File: src/rtl/int_exec_pkg.sv
package int_exec_pkg;

    typedef enum logic [3:0] {
        ALU_ADD, ALU_SUB, ALU_AND, ALU_OR, ALU_XOR, ALU_NOR,
        ALU_SLT, ALU_SLTU, ALU_SLL, ALU_SRL, ALU_SRA, ALU_LUI
    } alu_op_e;

    // primary opcodes
    localparam logic [5:0] OPC_REG   = 6'b000000;
    localparam logic [5:0] OPC_ADDI  = 6'b001000;
    localparam logic [5:0] OPC_ADDIU = 6'b001001;
    localparam logic [5:0] OPC_SLTI  = 6'b001010;
    localparam logic [5:0] OPC_SLTIU = 6'b001011;
    localparam logic [5:0] OPC_ANDI  = 6'b001100;
    localparam logic [5:0] OPC_ORI   = 6'b001101;
    localparam logic [5:0] OPC_XORI  = 6'b001110;
    localparam logic [5:0] OPC_LUI   = 6'b001111;

    // function codes under OPC_REG
    localparam logic [5:0] FN_SLL  = 6'b000000;
    localparam logic [5:0] FN_SRL  = 6'b000010;
    localparam logic [5:0] FN_SRA  = 6'b000011;
    localparam logic [5:0] FN_SLLV = 6'b000100;
    localparam logic [5:0] FN_SRLV = 6'b000110;
    localparam logic [5:0] FN_SRAV = 6'b000111;
    localparam logic [5:0] FN_ADD  = 6'b100000;
    localparam logic [5:0] FN_ADDU = 6'b100001;
    localparam logic [5:0] FN_SUB  = 6'b100010;
    localparam logic [5:0] FN_SUBU = 6'b100011;
    localparam logic [5:0] FN_AND  = 6'b100100;
    localparam logic [5:0] FN_OR   = 6'b100101;
    localparam logic [5:0] FN_XOR  = 6'b100110;
    localparam logic [5:0] FN_NOR  = 6'b100111;
    localparam logic [5:0] FN_SLT  = 6'b101010;
    localparam logic [5:0] FN_SLTU = 6'b101011;

    typedef struct packed {
        alu_op_e op;
        logic    b_is_imm;      // second operand from immediate
        logic    imm_signed;    // sign- vs zero-extension
        logic    amt_from_reg;  // shift distance from rs
        logic    dest_is_rt;    // write rt instead of rd
        logic    valid;         // legal encoding
    } dec_t;

endpackage

File: src/rtl/iex_decode.sv
module iex_decode
    import int_exec_pkg::*;
(
    input  logic [5:0] opcode,
    input  logic [5:0] funct,
    output dec_t       dec
);

    always_comb begin
        dec = '{op: ALU_ADD, b_is_imm: 1'b0, imm_signed: 1'b0,
                amt_from_reg: 1'b0, dest_is_rt: 1'b0, valid: 1'b1};
        if (opcode == OPC_REG) begin
            unique case (funct)
                FN_ADD, FN_ADDU: dec.op = ALU_ADD;
                FN_SUB, FN_SUBU: dec.op = ALU_SUB;
                FN_AND:  dec.op = ALU_AND;
                FN_OR:   dec.op = ALU_OR;
                FN_XOR:  dec.op = ALU_XOR;
                FN_NOR:  dec.op = ALU_NOR;
                FN_SLT:  dec.op = ALU_SLT;
                FN_SLTU: dec.op = ALU_SLTU;
                FN_SLL:  dec.op = ALU_SLL;
                FN_SRL:  dec.op = ALU_SRL;
                FN_SRA:  dec.op = ALU_SRA;
                FN_SLLV: begin dec.op = ALU_SLL; dec.amt_from_reg = 1'b1; end
                FN_SRLV: begin dec.op = ALU_SRL; dec.amt_from_reg = 1'b1; end
                FN_SRAV: begin dec.op = ALU_SRA; dec.amt_from_reg = 1'b1; end
                default: dec.valid = 1'b0;
            endcase
        end else begin
            dec.b_is_imm   = 1'b1;
            dec.dest_is_rt = 1'b1;
            unique case (opcode)
                OPC_ADDI, OPC_ADDIU: begin dec.op = ALU_ADD;  dec.imm_signed = 1'b1; end
                OPC_SLTI:            begin dec.op = ALU_SLT;  dec.imm_signed = 1'b1; end
                OPC_SLTIU:           begin dec.op = ALU_SLTU; dec.imm_signed = 1'b1; end
                OPC_ANDI: dec.op = ALU_AND;
                OPC_ORI:  dec.op = ALU_OR;
                OPC_XORI: dec.op = ALU_XOR;
                OPC_LUI:  dec.op = ALU_LUI;
                default:  dec.valid = 1'b0;
            endcase
        end
    end

endmodule

File: src/rtl/iex_shifter.sv
module iex_shifter #(
    parameter int XLEN = 32,
    localparam int SHW = $clog2(XLEN)
) (
    input  logic [XLEN-1:0] data,
    input  logic [SHW-1:0]  amt,
    input  logic            left,
    input  logic            arith,
    output logic [XLEN-1:0] res
);

    logic [XLEN-1:0] src;
    logic [XLEN-1:0] stg [0:SHW];
    logic            fill;

    // left shifts reuse the right-shift network on a bit-reversed word
    always_comb begin
        for (int k = 0; k < XLEN; k++) begin
            src[k] = left ? data[XLEN-1-k] : data[k];
        end
    end

    assign fill   = arith & ~left & data[XLEN-1];
    assign stg[0] = src;

    for (genvar s = 0; s < SHW; s++) begin : g_stage
        localparam int DIST = 1 << s;
        assign stg[s+1] = amt[s] ? {{DIST{fill}}, stg[s][XLEN-1:DIST]} : stg[s];
    end

    always_comb begin
        for (int k = 0; k < XLEN; k++) begin
            res[k] = left ? stg[SHW][XLEN-1-k] : stg[SHW][k];
        end
    end

endmodule

File: src/rtl/iex_arith.sv
module iex_arith
    import int_exec_pkg::*;
#(
    parameter int XLEN = 32
) (
    input  alu_op_e         op,
    input  logic [XLEN-1:0] a,
    input  logic [XLEN-1:0] b,
    output logic [XLEN-1:0] res
);

    logic            subtract;
    logic [XLEN:0]   sum;
    logic            lt_u;
    logic            lt_s;

    // one adder serves add, subtract and both compares
    assign subtract = (op != ALU_ADD);
    assign sum      = {1'b0, a} + {1'b0, subtract ? ~b : b} + {{XLEN{1'b0}}, subtract};
    assign lt_u     = ~sum[XLEN];
    assign lt_s     = (a[XLEN-1] ^ b[XLEN-1]) ? a[XLEN-1] : sum[XLEN-1];

    always_comb begin
        unique case (op)
            ALU_ADD, ALU_SUB: res = sum[XLEN-1:0];
            ALU_AND:  res = a & b;
            ALU_OR:   res = a | b;
            ALU_XOR:  res = a ^ b;
            ALU_NOR:  res = ~(a | b);
            ALU_SLT:  res = {{(XLEN-1){1'b0}}, lt_s};
            ALU_SLTU: res = {{(XLEN-1){1'b0}}, lt_u};
            default:  res = '0;
        endcase
    end

endmodule

File: src/rtl/int_exec_stage.sv
module int_exec_stage
    import int_exec_pkg::*;
#(
    parameter int XLEN    = 32,
    parameter bit OUT_REG = 1'b1
) (
    input  logic            clk,
    input  logic            rst_n,
    input  logic [31:0]     instr,
    input  logic [XLEN-1:0] rs_val,
    input  logic [XLEN-1:0] rt_val,
    output logic [XLEN-1:0] result,
    output logic [4:0]      dest_idx,
    output logic            wr_en
);

    localparam int SHW   = $clog2(XLEN);
    localparam int IMM_W = 16;

    typedef struct packed {
        logic [XLEN-1:0] result;
        logic [4:0]      dest;
        logic            wen;
    } out_t;

    logic [5:0]       opc_f, fn_f;
    logic [4:0]       rt_f, rd_f, sh_f;
    logic [IMM_W-1:0] imm_f;
    dec_t             dec;
    logic [XLEN-1:0]  imm_ext, opnd_b, arith_res, shift_res;
    logic [SHW-1:0]   shift_amt;
    out_t             out_d;

    assign opc_f = instr[31:26];
    assign rt_f  = instr[20:16];
    assign rd_f  = instr[15:11];
    assign sh_f  = instr[10:6];
    assign fn_f  = instr[5:0];
    assign imm_f = instr[IMM_W-1:0];

    iex_decode u_decode (
        .opcode (opc_f),
        .funct  (fn_f),
        .dec    (dec)
    );

    assign imm_ext   = {{(XLEN-IMM_W){dec.imm_signed & imm_f[IMM_W-1]}}, imm_f};
    assign opnd_b    = dec.b_is_imm ? imm_ext : rt_val;
    assign shift_amt = dec.amt_from_reg ? rs_val[SHW-1:0] : SHW'(sh_f);

    iex_arith #(.XLEN(XLEN)) u_arith (
        .op  (dec.op),
        .a   (rs_val),
        .b   (opnd_b),
        .res (arith_res)
    );

    iex_shifter #(.XLEN(XLEN)) u_shifter (
        .data  (rt_val),
        .amt   (shift_amt),
        .left  (dec.op == ALU_SLL),
        .arith (dec.op == ALU_SRA),
        .res   (shift_res)
    );

    always_comb begin
        out_d = '0;
        if (dec.valid) begin
            out_d.wen  = 1'b1;
            out_d.dest = dec.dest_is_rt ? rt_f : rd_f;
            unique case (dec.op)
                ALU_SLL, ALU_SRL, ALU_SRA: out_d.result = shift_res;
                ALU_LUI: out_d.result = {imm_f, {(XLEN-IMM_W){1'b0}}};
                default: out_d.result = arith_res;
            endcase
        end
    end

    if (OUT_REG) begin : g_reg
        out_t out_q;

        always_ff @(posedge clk or negedge rst_n) begin
            if (!rst_n) out_q <= '0;
            else        out_q <= out_d;
        end

        assign result   = out_q.result;
        assign dest_idx = out_q.dest;
        assign wr_en    = out_q.wen;

        a_r10_illegal_quiet: assert property (@(posedge clk) disable iff (!rst_n)
            !dec.valid |=> (!wr_en && result == '0 && dest_idx == '0));
        a_r1_reg_dest_rd: assert property (@(posedge clk) disable iff (!rst_n)
            (dec.valid && opc_f == OPC_REG) |=> (wr_en && dest_idx == $past(instr[15:11])));
        a_r5_compare_bool: assert property (@(posedge clk) disable iff (!rst_n)
            (dec.valid && (dec.op == ALU_SLT || dec.op == ALU_SLTU)) |=> (result[XLEN-1:1] == '0));
        a_r6_sra_keeps_sign: assert property (@(posedge clk) disable iff (!rst_n)
            (dec.valid && dec.op == ALU_SRA && rt_val[XLEN-1]) |=> result[XLEN-1]);
        a_r9_upper_imm: assert property (@(posedge clk) disable iff (!rst_n)
            (dec.valid && opc_f == OPC_LUI) |=>
                (result[IMM_W-1:0] == '0 && result[XLEN-1:XLEN-IMM_W] == $past(instr[IMM_W-1:0])));
    end else begin : g_comb
        assign result   = out_d.result;
        assign dest_idx = out_d.dest;
        assign wr_en    = out_d.wen;

        a_r10_illegal_quiet: assert property (@(posedge clk) disable iff (!rst_n)
            !dec.valid |-> (!wr_en && result == '0 && dest_idx == '0));
        a_r1_reg_dest_rd: assert property (@(posedge clk) disable iff (!rst_n)
            (dec.valid && opc_f == OPC_REG) |-> (wr_en && dest_idx == instr[15:11]));
        a_r5_compare_bool: assert property (@(posedge clk) disable iff (!rst_n)
            (dec.valid && (dec.op == ALU_SLT || dec.op == ALU_SLTU)) |-> (result[XLEN-1:1] == '0));
        a_r6_sra_keeps_sign: assert property (@(posedge clk) disable iff (!rst_n)
            (dec.valid && dec.op == ALU_SRA && rt_val[XLEN-1]) |-> result[XLEN-1]);
        a_r9_upper_imm: assert property (@(posedge clk) disable iff (!rst_n)
            (dec.valid && opc_f == OPC_LUI) |->
                (result[IMM_W-1:0] == '0 && result[XLEN-1:XLEN-IMM_W] == instr[IMM_W-1:0]));
    end

endmodule

File: config.mk
export PLATFORM = sky130hd
export DESIGN_NAME = int_exec_stage
export DESIGN_NICKNAME = d
export VERILOG_FILES = /design/src/rtl/int_exec_pkg.sv /design/src/rtl/iex_decode.sv /design/src/rtl/iex_shifter.sv /design/src/rtl/iex_arith.sv /design/src/rtl/int_exec_stage.sv
export SDC_FILE = /design/constraint.sdc
export NUM_CORES = 1
export LEC_CHECK = 0
export ABC_AREA = 1
export BUFFER_PORTS_ARGS = -buffer_cell sky130_fd_sc_hd__buf_4
export CAP_MARGIN = 20
export CORE_MARGIN = 5
export CORE_UTILIZATION = 35
export CTS_BUF_LIST = sky130_fd_sc_hd__clkbuf_4
export CTS_CLUSTER_SIZE = 28
export DETAILED_ROUTE_END_ITERATION = 16
export GPL_TIMING_DRIVEN = 0
export SLEW_MARGIN = 20
export SYNTH_ARGS = -nofsm -noshare
export SYNTH_HDL_FRONTEND = slang
export SYNTH_SLANG_ARGS = --single-unit
File: constraint.sdc
create_clock -name clk -period 0.8 [get_ports clk]
set_clock_uncertainty 0.1 [all_clocks]
set_input_delay 0.08 -clock clk [delete_from_list [all_inputs] [get_ports clk]]
set_output_delay 0.08 -clock clk [all_outputs]
set_load 0.05 [all_outputs]
-- Word-level counts from Yosys, hierarchy flattened
Cells that the tools add are included.
- word-level logic and storage cells: 151
- output and inout bits: 38
- register bits after elaboration: 38
- input port bits: 98
- reductions and logical operators: 14
- bitwise operators: 11
- multiplexer cells: 87
- $add $sub $neg: 2
- eq/ne operators: 34
- operator list (operator ; count):
    $mux 32 ; 7
    $pmux 32 s7 ; 1
    $mux 1 ; 71
    $not 32->32 ; 2
    $pmux 32 s2 ; 1
    $eq 6x6->1 const B ; 10
    $eq 6x4->1 const B ; 8
    $pmux 4 s10 ; 1
    $mux 38 ; 1
    $add 32x32->33 ; 1
    $add 33x1->33 ; 1
    $and 32x32->32 ; 1
    $or 32x32->32 ; 1
    $xor 32x32->32 ; 1
    $pmux 4 s6 ; 1
    $eq 6x3->1 const B ; 3
    $eq 4x3->1 const B ; 4
    $eq 4x4->1 const B ; 4
    $reduce_or 16->1 ; 1
    $eq 6x2->1 const B ; 2
    $logic_not 6->1 ; 2
    $mux 5 ; 2
    $reduce_or 2->1 ; 5
    $eq 4x2->1 const B ; 2
    11 further kinds ; 15

-- Longest topological paths before layout
Gate-level depths: netlist (run 1).
- word-level depth: 16
- depth in mapped cells: 30
- mapped depth without buffers: 29

-- By module
Synthesis (run 1) repeated with hierarchy kept, for this count alone.
- cells, all modules: 1658
- area, all modules: 9649.3 um2
- modules (own cells, without submodules) (module ; area each (um2) ; instances ; cells an instance ; sequential area each (um2)):
    iex_arith ; 4316.6 ; 1 ; 723 ; 0.0
    iex_shifter ; 2727.6 ; 1 ; 559 ; 0.0
    int_exec_stage ; 2243.4 ; 1 ; 297 ; 950.9
    iex_decode ; 361.6 ; 1 ; 79 ; 0.0

-- Worst setup path after synthesis (run 1)
No wires, ideal clock.
- path type: input -> register
- start point: in instr[1]
- end point: reg g_reg.out_q (netlist bit result[0])
- slack: -2.823 ns
- setup time: 0.124 ns
- required time: 0.576 ns
- buffers on the path: 2
- arrival: 3.400 ns
- stages on the path: 25
- path through: buf_6 -> nor2_1 -> inv_1 -> nand4_4 -> nand2_2 -> nor2_1 -> inv_1 -> nor2_1 -> buf_2 -> xor2_1 -> ha_1 -> a21oi_1 -> o21ai_0 -> a21o_1 -> a31oi_1 -> o21ai_0 -> nand2_1 -> nand2_1 -> nand2_1 -> nand2_1 -> nand2_1 -> o21ai_0 -> nand3_1 -> a21oi_1 -> a21oi_1
- RTL lines (element ; RTL line ; RTL):
    start, declared ; int_exec_stage.sv:9 ; input logic [31:0] instr,
    end signal, assigned ; int_exec_stage.sv:84 ; else out_q <= out_d;
    end, declared ; int_exec_stage.sv:80 ; out_t out_q;

==> impl_metrics.csv, run 1 <==
group,metric,value,unit
status,outcome,"finished, violations left",
status,violations,"setup timing",
drt,dr_total_vias,12710,
sta,hold_ws,0.03889,ns
global_route,grt_antenna_before_repair,0,
synthesis,synth_cell_types,50,
pwr,vdd_drop_max,0.7854,mV
cts,numClockSinks,38,
floorplan,rows,59,
placed_design,port_buffers,129,
global_route,grt-ovfl-total,0,
min_path,hold_path_class,"in2reg",
synthesis,synth_nets,1778,
worst_setup_path,arrival,3.81,ns
cells_and_area,stdcell_count,2160,
cts,h-tree-depth,2,
cells_and_area,final_nets,2018,
sta,hold_viol,0,
synthesis,netlist_area,0.009070,mm2
drt,wirelength,47.95,mm
worst_setup_path,cp.required,0.98,ns
drt,ant_nets,0,
pwr,switching_power,7.244,mW
floorplan,die_x,171.0,um
worst_setup_path,critPathLaunchType,"primary input",
sta,max-slew-margin-rel,0.3397,
pwr,pwr-share-comb,0.741,
drt,drtIter0Drc,1601,
cells_and_area,nFillCells,2563,
cells_and_area,seq_area,950.9,um2
cells_and_area,diodes,0,
min_path,hp-start,"instr[8]",
cells_and_area,design_area,0.01315,mm2
run,max-cap-violations,0,
cts,cts_buffers,5,
cts,clockBufferDepth,2,
cells_and_area,drive_above_1_share,0.3036,
cells_and_area,area_delta_synth_final,44.96,%
drt,wl_per_cell,22.20,um
global_route,grt_pass1_vias,11740,
placed_design,dpl_cell_area,0.01055,mm2
placed_design,detailedPlace.worstSlack,-4.067,ns
sta,final.period_utilization,4.531,
synthesis,async_flop_share,1.000,
pwr,power_density,1091,mW/mm2
worst_setup_path,slowest_delay,0.44,ns
sta,slew_viol_final,0,
placed_design,dp_hpwl,37.93,mm
floorplan,coreArea,0.02576,mm2
pwr,power_frac_clock,0.114,
global_route,grt_max_degree,39,
drt,drc,0,
floorplan,start_util,0.3520,
pwr,swShare,0.5048,
placed_design,place_congestion,1.039,
synthesis,ys_dominant_reg_cell,"dfrtp_1",
synthesis,seq_area_frac_synth,0.1048,
placed_design,placed_cells,2048,
pwr,total_power,14.35,mW
global_route,grt_first_pass_wirelength,70.01,mm
synthesis,ys.warnings.count,0,
sta,fmax,0.2758,GHz
cts,path_clk_slew,0.11,ns
worst_setup_path,end_kind,"flop",
cells_and_area,final_core_util,0.5103,
synthesis,synth_top_area_cell,"nand3_1",
sta,layout_setup_ws,-2.825,ns
sta,tns,-89.06,ns
worst_setup_path,path_max_fanout,5,
synthesis,synth-seq-cells,38,
floorplan,io_pins,136,
cts,cts_tree,"done",
pwr,p_seq_frac,0.145,
synthesis,synth.top_cell.area_share,0.1953,
synthesis,syn_inst,1584,
worst_setup_path,cp-startpoint,"instr[3]",
drt,drtPass1Iterations,7,
synthesis,synth_area_per_cell,5.726,um2
global_route,grt_usage,0.3106,
worst_setup_path,critPathKind,"in2reg",
worst_setup_path,crit_buf_inv,5,
sta,period_minus_slack,3.625,ns
sta,setup_violations,76,
floorplan,die_y,171.0,um
drt,via_per_inst,5.886,
pwr,p_int,7.107,mW
synthesis,synthTopCellsByArea,"nand3_1 (20%), nand2_1 (17%), ha_1 (13%)",
worst_setup_path,cp_top_family,"compound AO/OA/AOI/OAI gates",
cells_and_area,multi_input_area,0.008389,mm2
synthesis,synth-edff-count,0,
min_path,min_path_cells,5,
pwr,p_leak,6.678,nW
cts,root_buffer,"clkbuf_4",
sta,tightest_slew,0.9829,ns
worst_setup_path,slowest_stage,"o211ai_1",
min_path,hold_end,"result[24]$_DFF_PN0_",
floorplan,dieArea,0.02923,mm2
sta,rsz0062_at_grt,"true",
-- Yosys cell counts, types with 2 or more instances --
master     count
o21ai_1        7
xor2_1        35
ha_1          95
nand3_1      354
nand3b_1       6
and3_1         4
o211ai_1      10
nand4_1       10
a31oi_1        3
a21oi_1       91
inv_1        157
nand3_2        3
dfrtp_1       38
o31ai_1        2
o21ai_0       88
inv_2          7
nand2_1      410
buf_4          6
clkbuf_1      28
a221oi_1      21
xnor2_1        5
nor3_1         7
o221ai_1       3
a21oi_2        3
a21o_1         6
a22o_1         2
o21a_1         5
buf_2         34
o2111ai_1      3
buf_6          4
nor2_2         5
nor2_4         2
or2_2          2
nor2_1        95
buf_1          8
nand2_2        4
a22oi_1        7
o21bai_1       2
-- repair_timing --
| action | in CTS | in global routing |
|---|---|---|
| gates resized for setup | 281 | 180 |
| gates cloned | 1 | 0 |
| hold buffers | 11 | 0 |
| buffers inserted | 52 | 41 |
| setup endpoints to repair | 76 | 76 |
| pin swaps | 75 | 68 |
| hold endpoints to repair | 43 | 0 |
-- tightest hold or removal path, delay by kind of cell --
family	cells	cell delay (ns)
and+or+nand+nor	3	0.21
buffers and inverters	2	0.16
-- power by group through the flow --
stage / sequential, mW / clock (mW) / combinational [mW]
finish: 2.08 / 1.64 / 10.6
global route: 2.09 / 1.77 / 11.3
CTS: 2.08 / 1.67 / 8.89
detailed placement: 2.10 / 0 / 7.49
global placement: 2.09 / 0 / 7.48
floorplan: 2.46 / 0 / 4.41
-- worst max-delay path by stage --
stage / slack, ns / to / cells after the start
6_report: -2.83 / result[26]$_DFF_PN0_ / 26
5_1_grt: -2.93 / result[26]$_DFF_PN0_ / 26
4_1_cts: -2.71 / result[30]$_DFF_PN0_ / 30
3_5_place_dp: -4.07 / result[30]$_DFF_PN0_ / 21
3_3_place_gp: -4.06 / result[30]$_DFF_PN0_ / 21
2_1_floorplan: -2.48 / result[0]$_DFF_PN0_ / 27
-- flip-flops by register name, summed over array words and instances, names as in the netlist --
signal,flops
wr_en,1
dest_idx,5
result,32
-- kinds of logic (layout without fill, tap and decap cells) --
family | count (synthesis) | in the layout | synth area share
AOI/OAI and AO/OA | 259 | 259 | 0.1682
xor gates and xnor gates | 40 | 40 | 0.03863
adders and majority gates | 96 | 96 | 0.1333
buffers and inverters | 246 | 487 | 0.1124
DFF | 38 | 38 | 0.1048
and+or+nand+nor | 905 | 905 | 0.4427
-- cell type report --
cell class / instances / area share
plain buffers: 79 / 0.04006
clock buffers: 5 / 0.002855
clock inverters: 3 / 0.005234
inverters: 166 / 0.04949
multi-input cells: 1300 / 0.6381
flip-flops and latches: 38 / 0.07233
well taps: 335 / 0.03188
repair buffers: 234 / 0.1601
-- cells in the final DEF (no fill, tap or decap), types with 34 or more instances in the layout --
cell type / n
a21oi_1: 42
nand2_1: 359
buf_4: 166
o21ai_0: 37
a21oi_2: 46
inv_1: 146
nand2_2: 34
buf_6: 61
dfrtp_1: 38
nor2_1: 59
ha_1: 86
nand3_1: 338
-- per-layer routing --
layer / wire length (um) / up-vias / GRT usage
met2: 20640 / 796 / 0.4807
met1: 20280 / 5945 / 0.4435
met4: 2501 / 0 / 0.1082
met3: 4532 / 132 / 0.04090
met5: 0 / - / 0
li1: - / 5841 / -
Power figures use the tool's default switching activity.
==> inputs of run 2 (changes only) <==
--- a/config.mk
+++ b/config.mk
@@ -8,6 +8,7 @@
 export ABC_AREA = 1
 export BUFFER_PORTS_ARGS = -buffer_cell sky130_fd_sc_hd__buf_4
 export CAP_MARGIN = 20
+export CORE_ASPECT_RATIO = 2
 export CORE_MARGIN = 5
 export CORE_UTILIZATION = 35
 export CTS_BUF_LIST = sky130_fd_sc_hd__clkbuf_4
==> impl_metrics.csv, run 2 (synthesis gave the netlist of run 1 again) <==
group,metric,value,unit
drt,wl_met3,3.023,mm
global_route,grt_first_pass_wirelength,80.79,mm
global_route,grt_pass1_vias,12760,
placed_design,port_buffers,129,
pwr,vdd_drop_max,0.6973,mV
worst_setup_path,end_kind,"flop",
min_path,hp-start,"instr[11]",
sta,hold_viol,2,
floorplan,die_x,123.8,um
worst_setup_path,path_cells,"buf_6 > inv_2 > o211ai_1 > nand2_4 > nor2_4 > inv_2 > nor2_4 > buf_12 > buf_12 > xor2_2 > ha_4 > a21oi_2 > o21ai_1 > a21oi_2 > nand3_2 > nand2_1 > o211ai_1 > buf_4 > o21ai_1 > a21oi_2 > o31ai_2 > o21bai_4 > inv_1",
pwr,power_density,1097,mW/mm2
drt,ant_nets,0,
floorplan,coreArea,0.02565,mm2
worst_setup_path,arrival,3.69,ns
min_path,min_path_cells,3,
sta,rsz0062_at_grt,"true",
cells_and_area,final_nets,2008,
drt,drc,0,
sta,fmax,0.2844,GHz
cells_and_area,final_core_util,0.5195,
cts,numClockSinks,38,
min_path,hold_path_class,"in2reg",
floorplan,rows,83,
floorplan,start_util,0.3536,
drt,drtPass1Iterations,7,
run,max-cap-violations,0,
worst_setup_path,critPathLaunchType,"primary input",
worst_setup_path,path_max_fanout,8,
worst_setup_path,slowest_stage,"o211ai_1",
cts,clockBufferDepth,2,
worst_setup_path,slowest_delay,0.37,ns
cts,h-tree-depth,2,
sta,layout_setup_ws,-2.716,ns
floorplan,io_pins,136,
sta,slew_viol_final,0,
min_path,hold_end,"dest_idx[0]$_DFF_PN0_",
drt,wl_per_cell,26.58,um
sta,period_minus_slack,3.516,ns
drt,top_layer_used,"met4",
drt,wl_met1,16.47,mm
sta,max-slew-margin-rel,0.3240,
drt,via_per_inst,5.942,
floorplan,die_y,237.7,um
cts,root_buffer,"clkbuf_4",
global_route,grt-ovfl-total,0,
cells_and_area,final_common_cell,"nand2_1",
worst_setup_path,critPathKind,"in2reg",
pwr,p_leak,6.718,nW
drt,dr_total_vias,12810,
sta,hold_ws,-0.01806,ns
drt,wl_met2,29.04,mm
worst_setup_path,cp-startpoint,"instr[28]",
cells_and_area,most-common-layout-cells,"nand2_1 (362), nand3_1 (313), buf_4 (150)",
placed_design,dp_hpwl,46.61,mm
cts,cts_buffers,5,
status,outcome,"finished, violations left",
sta,tightest_slew,1.003,ns
cells_and_area,largest_reg_flops,32,
cts,cts_tree,"done",
worst_setup_path,crit_path_frequent_cell,"a21oi_2",
global_route,grt_max_degree,39,
drt,wirelength,57.31,mm
drt,drtIter0Drc,948,
floorplan,dieArea,0.02943,mm2
cells_and_area,area_delta_synth_final,46.92,%
cells_and_area,drive_above_1_share,0.3157,
global_route,grt_antenna_before_repair,1,
status,violations,"hold timing, setup timing",
sta,final.period_utilization,4.395,
placed_design,place_congestion,1.039,
sta,setup_violations,76,
placed_design,detailedPlace.worstSlack,-3.638,ns
cts,ctsHoldBuffers,8,
cts,path_clk_slew,0.13,ns
global_route,grt_usage,0.3804,
worst_setup_path,cp.required,0.97,ns
run 2: cell types whose count changed in the layout (fill, tap and decap cells not counted), moves of 7 or more:
| cell | change |
|---|---|
| buf_4 | -16 |
| a21oi_1 | +9 |
| buf_6 | +12 |
| o21ai_2 | +8 |
| nand3_1 | -25 |
| a21oi_2 | -12 |
| o21ai_1 | +7 |
| o21ai_0 | -9 |
| nand3_2 | +22 |
run 2: report_power, final:
| group | internal [mW] | leakage, nW | switching [mW] |
|---|---|---|---|
| registers | 2.02 | 0.521 | 0.0652 |
| clock network | 0.963 | 0.0528 | 0.721 |
| logic | 4.01 | 6.14 | 6.83 |
| total | 7.00 | 6.72 | 7.62 |
run 2: area by class of cell:
class	count	area, um2
antenna	1	2.502
clock inverter	3	63.81
clock buffer	5	37.54
inverter	166	665.6
multi-input combinational	1300	8551
sequential	38	950.9
tap	340	425.4
timing repair buffer	225	2085
buffer	78	544.3
fill	2630	12330
run 2: worst max-delay path by stage:
stage	slack, ns	to
finish	-2.72	result[22]$_DFF_PN0_
global placement	-4.05	result[3]$_DFF_PN0_
detailed placement	-3.64	result[30]$_DFF_PN0_
global route	-2.69	result[20]$_DFF_PN0_
CTS	-2.45	result[26]$_DFF_PN0_
floorplan	-2.48	result[0]$_DFF_PN0_
run 2: worst max-delay path, delay by kind of cell:
kind                     cells  cell delay, ns
AND/OR/NAND/NOR              5            0.63
adder cells (fa/ha/maj)      1            0.26
XOR/XNOR                     1            0.22
AO/OA/AOI/OAI                9            1.71
buffers and inverters        7            0.77
run 2: metal layers:
layer / track usage / vias up
met4: 0.4185 / 0
met1: 0.3272 / 5945
li1: - / 5816
met3: 0.05143 / 330
met2: 0.6849 / 721
met5: 0 / -
run 2: timing repair:
action,4_1_cts,5_1_grt
setup endpoints to repair,76,76
gates resized for setup,347,185
cloned,1,0
hold endpoints to repair,43,2
setup buffers,67,26
pin swaps,84,66
run 2: metrics by stage:
step	std cells	area (um2)	power, mW	TNS [ns]
2_1_floorplan	1584	9159	6.868	-71.94
3_3_place_gp	2053	10550	9.934	-110.62
3_5_place_dp	2054	10560	9.981	-108.95
4_1_cts	2135	12420	13.36	-83.00
5_1_grt	2156	13330	15.27	-91.49
6_report	2156	13330	14.62	-87.79
==> inputs of run 3 (changes only) <==
==> constraint.sdc (replaced) <==
create_clock -name clk -period 3.74 [get_ports clk]
set_clock_uncertainty 0.1 [all_clocks]
set_input_delay 0.374 -clock clk [delete_from_list [all_inputs] [get_ports clk]]
set_output_delay 0.374 -clock clk [all_outputs]
set_load 0.05 [all_outputs]
==> impl_metrics.csv, run 3 (synthesis gave the netlist of run 1 again) <==
group,metric,value,unit
status,outcome,"complete, no violations",
drt,ant_nets,0,
global_route,grt_util_met3,0.04357,
sta,final.period_utilization,1.000,
global_route,grt.busiest_layer,"met2",
placed_design,dp_hpwl,47.75,mm
cells_and_area,final_core_util,0.4524,
global_route,use_met2,0.6785,
worst_setup_path,cp.required,3.91,ns
sta,slew_viol_final,0,
pwr,vdd_drop_max,0.1685,mV
drt,wirelength,56.43,mm
pwr,switching_power,1.469,mW
placed_design,detailedPlace.worstSlack,-1.457,ns
floorplan,dieArea,0.02943,mm2
cts,root_buffer,"clkbuf_4",
drt,drtIter0Drc,896,
global_route,grt_max_degree,39,
cells_and_area,final_nets,1961,
placed_design,port_buffers,129,
cts,h-tree-depth,2,
sta,tns,0,ns
pwr,p_int,1.215,mW
run,max-cap-violations,0,
sta,setup_violations,0,
sta,period_minus_slack,3.740,ns
cells_and_area,design_area,0.01160,mm2
worst_setup_path,end_kind,"flop",
pwr,swShare,0.5473,
worst_setup_path,arrival,3.90,ns
placed_design,placed_cells,2053,
cells_and_area,final_common_cell,"nand2_1",
cells_and_area,most-common-layout-cells,"nand2_1 (393), nand3_1 (349), buf_4 (173)",
drt,drtPass1Iterations,7,
worst_setup_path,critPathLaunchType,"primary input",
cells_and_area,stdcell_count,2108,
cells_and_area,drive_above_1_share,0.2064,
sta,max-slew-margin-rel,0.2704,
cts,cts_buffers,5,
pwr,pwr-share-comb,0.723,
global_route,met1_usage,0.3215,
cts,cts_tree,"done",
pwr,p_seq_frac,0.165,
global_route,grt_first_pass_wirelength,79.08,mm
sta,hold_viol,0,
pwr,p_leak,6.084,nW
drt,drc,0,
cts,numClockSinks,38,
cells_and_area,area_delta_synth_final,27.93,%
cts,path_clk_slew,0.12,ns
placed_design,dpl_cell_area,0.01048,mm2
global_route,grt_antenna_before_repair,0,
drt,wl_per_cell,26.77,um
floorplan,die_y,237.7,um
cells_and_area,diodes,0,
cells_and_area,largest_reg_flops,32,
min_path,hold_path_class,"in2reg",
sta,layout_setup_ws,0.0001519,ns
placed_design,place_congestion,1.092,
sta,rsz0062_at_grt,"true",
floorplan,coreArea,0.02565,mm2
pwr,power_frac_clock,0.112,
drt,dr_total_vias,12250,
cts,clockBufferDepth,2,
global_route,grt_pass1_vias,12190,
global_route,grt_usage,0.3775,
floorplan,rows,83,
worst_setup_path,path_max_fanout,5,
floorplan,io_pins,136,
cells_and_area,nFillCells,2870,
floorplan,die_x,123.8,um
sta,fmax,0.2674,GHz
worst_setup_path,critPathKind,"in2reg",
sta,tightest_slew,1.094,ns
floorplan,start_util,0.3536,
drt,via_per_inst,5.813,
global_route,grt-ovfl-total,0,
pwr,power_density,231.3,mW/mm2
run 3: cell count changes in the layout (fill, tap and decap cells not counted), sizes merged:
cell | previous run | this run
bufinv | 2 | 1
buf | 262 | 230
clkinv | 4 | 3
diode | 1 | 0
clkbuf | 38 | 30
dlygate4sd3 | 8 | 1
clkinvlp | 0 | 2
run 3: metal layers:
metal	vias to the layer above	wire length, um
li1	5723	-
met5	-	0
met4	0	8401
met1	5700	16580
met2	554	29070
met3	277	2381
run 3: power by group through the flow:
| stage | sequential [mW] | combinational, mW | clock (mW) |
|---|---|---|---|
| 2_1_floorplan | 0.527 | 0.919 | 0 |
| 4_1_cts | 0.443 | 1.82 | 0.304 |
| 3_5_place_dp | 0.450 | 1.67 | 0 |
| 5_1_grt | 0.444 | 2.05 | 0.324 |
| 3_3_place_gp | 0.450 | 1.67 | 0 |
| 6_report | 0.442 | 1.94 | 0.300 |
run 3: area by class of cell:
class	count	area (um2)	area share
Timing Repair Buffer	178	1416	0.1221
Tap cell	340	425.4	0.03666
Multi-Input combinational cell	1300	7657	0.6599
Buffer	78	425.4	0.03666
Sequential cell	38	950.9	0.08195
Inverter	166	645.6	0.05564
Clock inverter	3	45.04	0.003882
Clock buffer	5	37.54	0.003235
run 3: final timing paths:
path | to | depth (start not counted) | slack [ns] | start
min in group asynchronous | result[14]$_DFF_PN0_ | 2 | 0.42 | rst_n
max in group asynchronous | result[11]$_DFF_PN0_ | 2 | 2.75 | rst_n
max | result[14]$_DFF_PN0_ | 22 | 0.0002 | instr[31]
min | dest_idx[0]$_DFF_PN0_ | 3 | 0.14 | instr[16]
run 3: timing repair:
action / in CTS / in global routing
gates cloned: 1 / 0
pin swaps: 34 / 41
setup buffers: 37 / 10
endpoints found under the hold margin: 38 / 0
endpoints found under the setup margin: 30 / 20
hold buffers: 1 / 0
resized for setup: 125 / 84
run 3: stage by stage:
stage / power, mW / hold slack, ns
6_report: 2.684 / 0.1391
5_1_grt: 2.822 / 0.1252
4_1_cts: 2.568 / 0.1286
3_5_place_dp: 2.125 / 0.2803
3_3_place_gp: 2.117 / 0.2733
2_1_floorplan: 1.445 / -0.02159
run 3: worst max-delay path, cell delays in order:
cell      delay (ns)
buf_6           0.09
nor2_4          0.16
nand2_4         0.12
inv_2           0.07
o211ai_1        0.16
nand2_2         0.15
nor2_4          0.04
inv_2           0.09
nor2_4          0.06
buf_6           0.12
buf_12          0.13
xor2_1          0.14
ha_1            0.35
a21oi_2         0.20
o21ai_2         0.10
a21o_1          0.20
a31oi_4         0.24
o21ai_1         0.16
a21oi_1         0.26
xor2_1          0.11
o21a_1          0.27
a21oi_1         0.30
